**src/rtl/dual_issue_sb.sv**
```systemverilog
module dual_issue_sb #(
  parameter int NREG    = 32,
  parameter int LAT_ALU = 1,
  parameter int LAT_SHF = 2,
  parameter int LAT_MUL = 3,
  parameter int LAT_LD  = 4
) (
  input  logic              clk,
  input  logic              rst_n,
  input  logic              flush,
  input  logic              in_valid,
  output logic              in_ready,
  input  logic [3*$clog2(NREG)-1:0] in0_src,
  input  logic [2:0]        in0_srcv,
  input  logic [$clog2(NREG)-1:0]   in0_dst,
  input  logic              in0_dstv,
  input  logic [1:0]        in0_cls,
  input  logic              in1_valid,
  input  logic [3*$clog2(NREG)-1:0] in1_src,
  input  logic [2:0]        in1_srcv,
  input  logic [$clog2(NREG)-1:0]   in1_dst,
  input  logic              in1_dstv,
  input  logic [1:0]        in1_cls,
  output logic              out0_valid,
  output logic [$clog2(NREG)-1:0]   out0_dst,
  output logic              out0_dstv,
  output logic [1:0]        out0_cls,
  output logic              out1_valid,
  output logic [$clog2(NREG)-1:0]   out1_dst,
  output logic              out1_dstv,
  output logic [1:0]        out1_cls
);
  localparam int RW   = $clog2(NREG);
  localparam int LM01 = (LAT_ALU > LAT_SHF) ? LAT_ALU : LAT_SHF;
  localparam int LM23 = (LAT_MUL > LAT_LD) ? LAT_MUL : LAT_LD;
  localparam int LMAX = (LM01 > LM23) ? LM01 : LM23;
  localparam int CW   = (LMAX <= 2) ? 1 : $clog2(LMAX);

  function automatic logic [CW-1:0] lat_m1(input logic [1:0] c);
    case (c)
      2'd0:    lat_m1 = CW'(LAT_ALU - 1);
      2'd1:    lat_m1 = CW'(LAT_SHF - 1);
      2'd2:    lat_m1 = CW'(LAT_MUL - 1);
      default: lat_m1 = CW'(LAT_LD - 1);
    endcase
  endfunction

  logic            s0_v, s1_v;
  logic [3*RW-1:0] s0_src, s1_src;
  logic [2:0]      s0_srcv, s1_srcv;
  logic [RW-1:0]   s0_dst, s1_dst;
  logic            s0_dstv, s1_dstv;
  logic [1:0]      s0_cls, s1_cls;

  logic [CW-1:0]   cnt [NREG];
  logic [2:0]      haz0, haz1, dep1;
  logic            go0, go1, accept;
  logic [NREG-1:0] ld0, ld1;

  for (genvar i = 0; i < 3; i++) begin : g_src
    assign haz0[i] = s0_srcv[i] && (cnt[s0_src[i*RW +: RW]] != '0);
    assign haz1[i] = s1_srcv[i] && (cnt[s1_src[i*RW +: RW]] != '0);
    assign dep1[i] = s1_srcv[i] && s0_dstv && (s1_src[i*RW +: RW] == s0_dst);
  end

  assign go0      = s0_v && !flush && (haz0 == 3'b000);
  assign go1      = go0 && s1_v && (haz1 == 3'b000) && (dep1 == 3'b000);
  assign in_ready = !flush && (!s0_v || (go0 && (go1 || !s1_v)));
  assign accept   = in_valid && in_ready;

  for (genvar r = 0; r < NREG; r++) begin : g_sb
    assign ld0[r] = go0 && s0_dstv && (s0_dst == RW'(r));
    assign ld1[r] = go1 && s1_dstv && (s1_dst == RW'(r));

    always_ff @(posedge clk) begin
      if (!rst_n || flush) cnt[r] <= '0;
      else if (ld1[r])     cnt[r] <= lat_m1(s1_cls);
      else if (ld0[r])     cnt[r] <= lat_m1(s0_cls);
      else if (cnt[r] != '0) cnt[r] <= cnt[r] - 1'b1;
    end

    p_countdown_r3: assert property (@(posedge clk) disable iff (!rst_n)
      (!flush && !ld0[r] && !ld1[r] && cnt[r] != '0) |=> (cnt[r] == $past(cnt[r]) - 1'b1));
    p_flush_clear_r7: assert property (@(posedge clk) disable iff (!rst_n)
      flush |=> (cnt[r] == '0));
  end

  always_ff @(posedge clk) begin
    if (!rst_n || flush) begin
      s0_v <= 1'b0;
      s1_v <= 1'b0;
    end else if (accept) begin
      s0_v <= 1'b1;      s0_src <= in0_src; s0_srcv <= in0_srcv;
      s0_dst <= in0_dst; s0_dstv <= in0_dstv; s0_cls <= in0_cls;
      s1_v <= in1_valid; s1_src <= in1_src; s1_srcv <= in1_srcv;
      s1_dst <= in1_dst; s1_dstv <= in1_dstv; s1_cls <= in1_cls;
    end else if (go0 && !go1 && s1_v) begin
      s0_v <= 1'b1;      s0_src <= s1_src;  s0_srcv <= s1_srcv;
      s0_dst <= s1_dst;  s0_dstv <= s1_dstv; s0_cls <= s1_cls;
      s1_v <= 1'b0;
    end else if (go0) begin
      s0_v <= 1'b0;
      s1_v <= 1'b0;
    end
  end

  assign out0_valid = go0;
  assign out0_dst   = s0_dst;
  assign out0_dstv  = s0_dstv;
  assign out0_cls   = s0_cls;
  assign out1_valid = go1;
  assign out1_dst   = s1_dst;
  assign out1_dstv  = s1_dstv;
  assign out1_cls   = s1_cls;

  p_young_gated_r2: assert property (@(posedge clk) disable iff (!rst_n)
    out1_valid |-> out0_valid);
  p_promote_r6: assert property (@(posedge clk) disable iff (!rst_n)
    (out0_valid && !out1_valid && s1_v) |=> (s0_v && !s1_v && s0_dst == $past(s1_dst)));
  p_stall_hold_r6: assert property (@(posedge clk) disable iff (!rst_n)
    (s0_v && !out0_valid && !flush) |=> (s0_v && s0_dst == $past(s0_dst) && s0_cls == $past(s0_cls)));
  p_flush_empty_r7: assert property (@(posedge clk) disable iff (!rst_n)
    flush |=> (!s0_v && !s1_v && !out0_valid));
endmodule

```
**config.mk**
```make
export PLATFORM = sky130hd
export DESIGN_NAME = dual_issue_sb
export DESIGN_NICKNAME = d
export VERILOG_FILES = /design/src/rtl/dual_issue_sb.sv
export SDC_FILE = /design/constraint.sdc
export NUM_CORES = 1
export LEC_CHECK = 0
export BUFFER_PORTS_ARGS = -buffer_cell sky130_fd_sc_hd__buf_2
export CAP_MARGIN = 20
export CELL_PAD_IN_SITES_DETAIL_PLACEMENT = 1
export CELL_PAD_IN_SITES_GLOBAL_PLACEMENT = 2
export CORE_MARGIN = 5
export CORE_UTILIZATION = 41
export DETAILED_ROUTE_END_ITERATION = 8
export GPL_ROUTABILITY_DRIVEN = 0
export MAX_ROUTING_LAYER = met4
export PLACE_DENSITY_LB_ADDON = 0.1
export SYNTH_ARGS = -nofsm -noshare
export SYNTH_HDL_FRONTEND = slang
export SYNTH_SLANG_ARGS = --single-unit
```
**constraint.sdc**
```tcl
create_clock -name clk -period 4.4 [get_ports clk]
set_input_delay 0 -clock clk [delete_from_list [all_inputs] [get_ports clk]]
set_output_delay 0 -clock clk [all_outputs]
set_load 0.02 [all_outputs]
```
==> tab_implementation.tex <==
\begin{tabular}{lr}
\hline
Metric & Value \\
\hline
\multicolumn{2}{l}{\textbf{Routing}} \\
Wire per inst & 26.9 um \\
\# DRC & 0 \\
Final WL & 39800 um \\
DRC violation total after the first TritonRoute iteration & 819 \\
Number of vias in the routed layout & about 9400 \\
Via-per-instance ratio & 6.36 \\
Final antenna-violating net count & 0 \\
Detailed-routing iteration count for the pre-antenna-repair pass & 5 \\
\multicolumn{2}{l}{\textbf{Global routing}} \\
Number of antenna violations at the first check in global routing & 1 \\
Wire length of the first global-routing pass & 59600 um \\
Total congestion overflow after global routing & 0 \\
Pin count of the biggest net entering global routing & 54 \\
Combined global-route utilization of all metal layers & 27.8\% \\
Via count of the first global-routing pass & roughly 9600 \\
\multicolumn{2}{l}{\textbf{Clock tree}} \\
Clock tree buffer depth & 2 \\
Post-CTS Setup Inserts & 0 \\
Insertion delay to the later sink of the worst-skew pair & 0.45 ns \\
Clk slew on worst S/H paths & 0.08 ns \\
Sink count of the clock tree & 148 \\
Number of H-tree levels & 4 \\
TritonCTS clock tree & yes \\
TritonCTS Buffers & 17 \\
Root Buffer & sky130\_fd\_sc\_hd\_\_clkbuf\_16 \\
\multicolumn{2}{l}{\textbf{Worst setup path}} \\
Crit path kind & flip-flop to flip-flop \\
WP data arrival & around 4.4 ns \\
Type of element launching the critical path & flip-flop \\
Cells on worst reg2reg path & 10 \\
Required arrival time at the worst endpoint & between 4 and 5 ns \\
Biggest fanout along the worst timing path & 33 \\
Endpoint type of the worst setup path & flip-flop \\
\multicolumn{2}{l}{\textbf{STA}} \\
RSZ-0062 raised after global routing & false \\
Final-layout setup total negative slack & 0 ns \\
Final Cycle Share & 95.3\% \\
Fin Hold WS & 0.0373 ns \\
Setup skew after layout & 0.0233 ns \\
Worst Max-Slew Pin Slew & roughly 1.1 ns \\
Final number of hold-violating endpoints & 0 \\
Slew HR & 28.9\% \\
Final worst-path setup slack & between 0.2 and 0.25 ns \\
Final setup viols & 0 \\
Final Slew Violations & 0 \\
Fin crit period & 4.19 ns \\
FMAX & 239 MHz \\
\multicolumn{2}{l}{\textbf{Finish}} \\
Number of filler instances in the final layout & 2858 \\
Relative area change from synthesis to final layout & 17.0\% \\
Final net count & 1222 \\
Leading cell types in the layout, fill and taps excluded & 116 x sky130\_fd\_sc\_hd\_\_edfxtp\_1, 80 x sky130\_fd\_sc\_hd\_\_nor2\_1, 78 x sky130\_fd\_sc\_hd\_\_inv\_1, 75 x sky130\_fd\_sc\_hd\_\_buf\_2, 53 x sky130\_fd\_sc\_hd\_\_dlygate4sd3\_1 \\
Final standard cell utilization of the core & 48.6\% \\
Ratio of cells with drive above 1 in the final layout & a little under a quarter \\
Most common cell after layout, fill and taps aside & sky130\_fd\_sc\_hd\_\_edfxtp\_1 \\
\multicolumn{2}{l}{\textbf{Yosys}} \\
Number of distinct library cells after synthesis & 89 \\
Cells taking the most area after synthesis & sky130\_fd\_sc\_hd\_\_edfxtp\_1 32\%, sky130\_fd\_sc\_hd\_\_mux4\_2 8.8\%, sky130\_fd\_sc\_hd\_\_dfxtp\_1 5.9\% \\
Total standard cell area after synthesis & 0.0108 mm2 \\
Primary flip-flop cell chosen by synthesis mapping & sky130\_fd\_sc\_hd\_\_edfxtp\_1 \\
Synth async-reset ratio & 0\% \\
Total of flip-flops plus latches after synthesis & 148 \\
Fraction of post-synthesis cell area in the top cell type by area & 32.3\% \\
Average footprint of a synthesized cell & 10.5 um2 \\
Nets in the synthesized netlist & 1114 \\
EDFF count, synth & 116 \\
Warning count from the yosys run & 0 \\
Gate count after technology mapping & 1025 \\
Top cell type by total area after synthesis & sky130\_fd\_sc\_hd\_\_edfxtp\_1 \\
Sequential element share of the synthesized area & 38.2\% \\
\multicolumn{2}{l}{\textbf{Min path}} \\
Hold path depth & 4 \\
Worst hold-check path type & primary input to flip-flop \\
\multicolumn{2}{l}{\textbf{Pwr}} \\
Leakage component of the power & 4.78 nW \\
Post-layout power & 4.35 mW \\
Cell Pwr Density & 345 mW/mm2 \\
IR Drop Worst-Case VDD & 225 uV \\
\multicolumn{2}{l}{\textbf{Flow run}} \\
Max-capacitance violation count & 0 \\
\multicolumn{2}{l}{\textbf{Placed design}} \\
IO Port Bufs & 75 \\
Place WS & 0.427 ns \\
Hpwl dp & 29000 um \\
\multicolumn{2}{l}{\textbf{Floorplanning}} \\
Floorplan core area & 0.0260 mm2 \\
Boundary Pins & 76 \\
Die span in y & 172 um \\
Overall die area & 0.0296 mm2 \\
Die boundary width & between 150 and 200 um \\
Effective utilization at floorplan & between 40\% and 50\% \\
Row cnt & 59 \\
\multicolumn{2}{l}{\textbf{Status}} \\
Result of the run & finished, final reports clean \\
\hline
\end{tabular}
==> cell families (layout without fill, tap and decap cells) <==
family	after synthesis	in the layout	synth area share, %
compound gates	154	154	12.0
xor+xnor	15	15	1.22
fa+ha+maj	32	32	3.71
buf+inv	146	267	5.69
flops	148	148	38.2
mux	139	139	18.3
other cells	0	2	0
simple gates	391	391	20.8
==> layer usage <==
layer  track usage, %  up-vias  part of all wire, %
li1                 -     4167                    -
met1             37.6     4781                   44
met2             42.5      406                   46
met3             5.72       76                  7.4
met4             8.20        0                  2.7
met5                -        -                    0
==> repair_timing <==
item                                    4_1_cts  5_1_grt
hold endpoints to repair                     83        0
endpoints found under the setup margin        0        0
resized for setup                             0        0
hold buffers                                 53        0
==> per-stage QoR <==
| stage | cell area, um2 | cells |
|---|---|---|
| 2_1_floorplan | 10800 | 1025 |
| 3_3_place_gp | 11500 | 1396 |
| 3_5_place_dp | 11500 | 1396 |
| 4_1_cts | 12600 | 1481 |
| 5_1_grt | 12600 | 1481 |
| 6_report | 12600 | 1483 |
==> Yosys cell counts, types with 12 or more instances <==
library cell / instances
sky130_fd_sc_hd__nand2_1: 52
sky130_fd_sc_hd__edfxtp_1: 116
sky130_fd_sc_hd__ha_1: 32
sky130_fd_sc_hd__mux2i_1: 48
sky130_fd_sc_hd__a21oi_1: 17
sky130_fd_sc_hd__or3_1: 12
sky130_fd_sc_hd__nor2b_1: 12
sky130_fd_sc_hd__nand2b_1: 30
sky130_fd_sc_hd__clkbuf_1: 32
sky130_fd_sc_hd__nand3_1: 33
sky130_fd_sc_hd__mux4_2: 42
sky130_fd_sc_hd__xor2_1: 12
sky130_fd_sc_hd__dfxtp_1: 32
sky130_fd_sc_hd__mux2_2: 45
sky130_fd_sc_hd__nor3_1: 41
sky130_fd_sc_hd__inv_1: 78
sky130_fd_sc_hd__a211o_1: 13
sky130_fd_sc_hd__nor4_1: 31
sky130_fd_sc_hd__nor2_1: 80
sky130_fd_sc_hd__buf_2: 18
sky130_fd_sc_hd__nand4_1: 19
==> power breakdown <==
part / leakage, nW / internal, mW / switching [mW]
combinational: 3.01 / 0.470 / 0.579
sequential: 1.48 / 1.64 / 0.135
clock: 0.291 / 0.769 / 0.758
==> area by class of cell <==
cell class | count | area [um2] | area share, %
inverters | 81 | 304 | 2.41
clock inverters | 15 | 175 | 1.39
repair buffers | 154 | 1110 | 8.82
flip-flops and latches | 148 | 4120 | 32.7
well taps | 335 | 419 | 3.32
diodes | 2 | 5.00 | 0.0397
multi-input cells | 731 | 6050 | 48.0
clock buffers | 17 | 425 | 3.37
==> worst max-delay path: stages, from the launching register on <==
cell and delay (ns):
sky130_fd_sc_hd__edfxtp_1 0.43, sky130_fd_sc_hd__nor2_1 0.82, sky130_fd_sc_hd__mux4_2 0.46, sky130_fd_sc_hd__a31oi_1 0.09, sky130_fd_sc_hd__and4_1 0.21, sky130_fd_sc_hd__a22oi_4 0.36, sky130_fd_sc_hd__nand2_4 0.23, sky130_fd_sc_hd__buf_12 0.24
sky130_fd_sc_hd__nor4_2 0.66, sky130_fd_sc_hd__nor4_1 0.12, sky130_fd_sc_hd__a211o_1 0.30
==> worst paths after layout <==
| kind | from | endpoint | slack (ns) |
|---|---|---|---|
| min | rst_n | s1_v$_SDFFE_PN0P_ | 0.04 |
| max | cnt[21][0]$_DFFE_PP_ | cnt[15][0]$_DFFE_PP_ | 0.21 |
| max reg2reg | cnt[21][0]$_DFFE_PP_ | cnt[15][0]$_DFFE_PP_ | 0.21 |
| min reg2reg | s0_src[6]$_DFFE_PP_ | flip-flop | 0.53 |
Note: power is estimated with default switching activity, not from simulation.
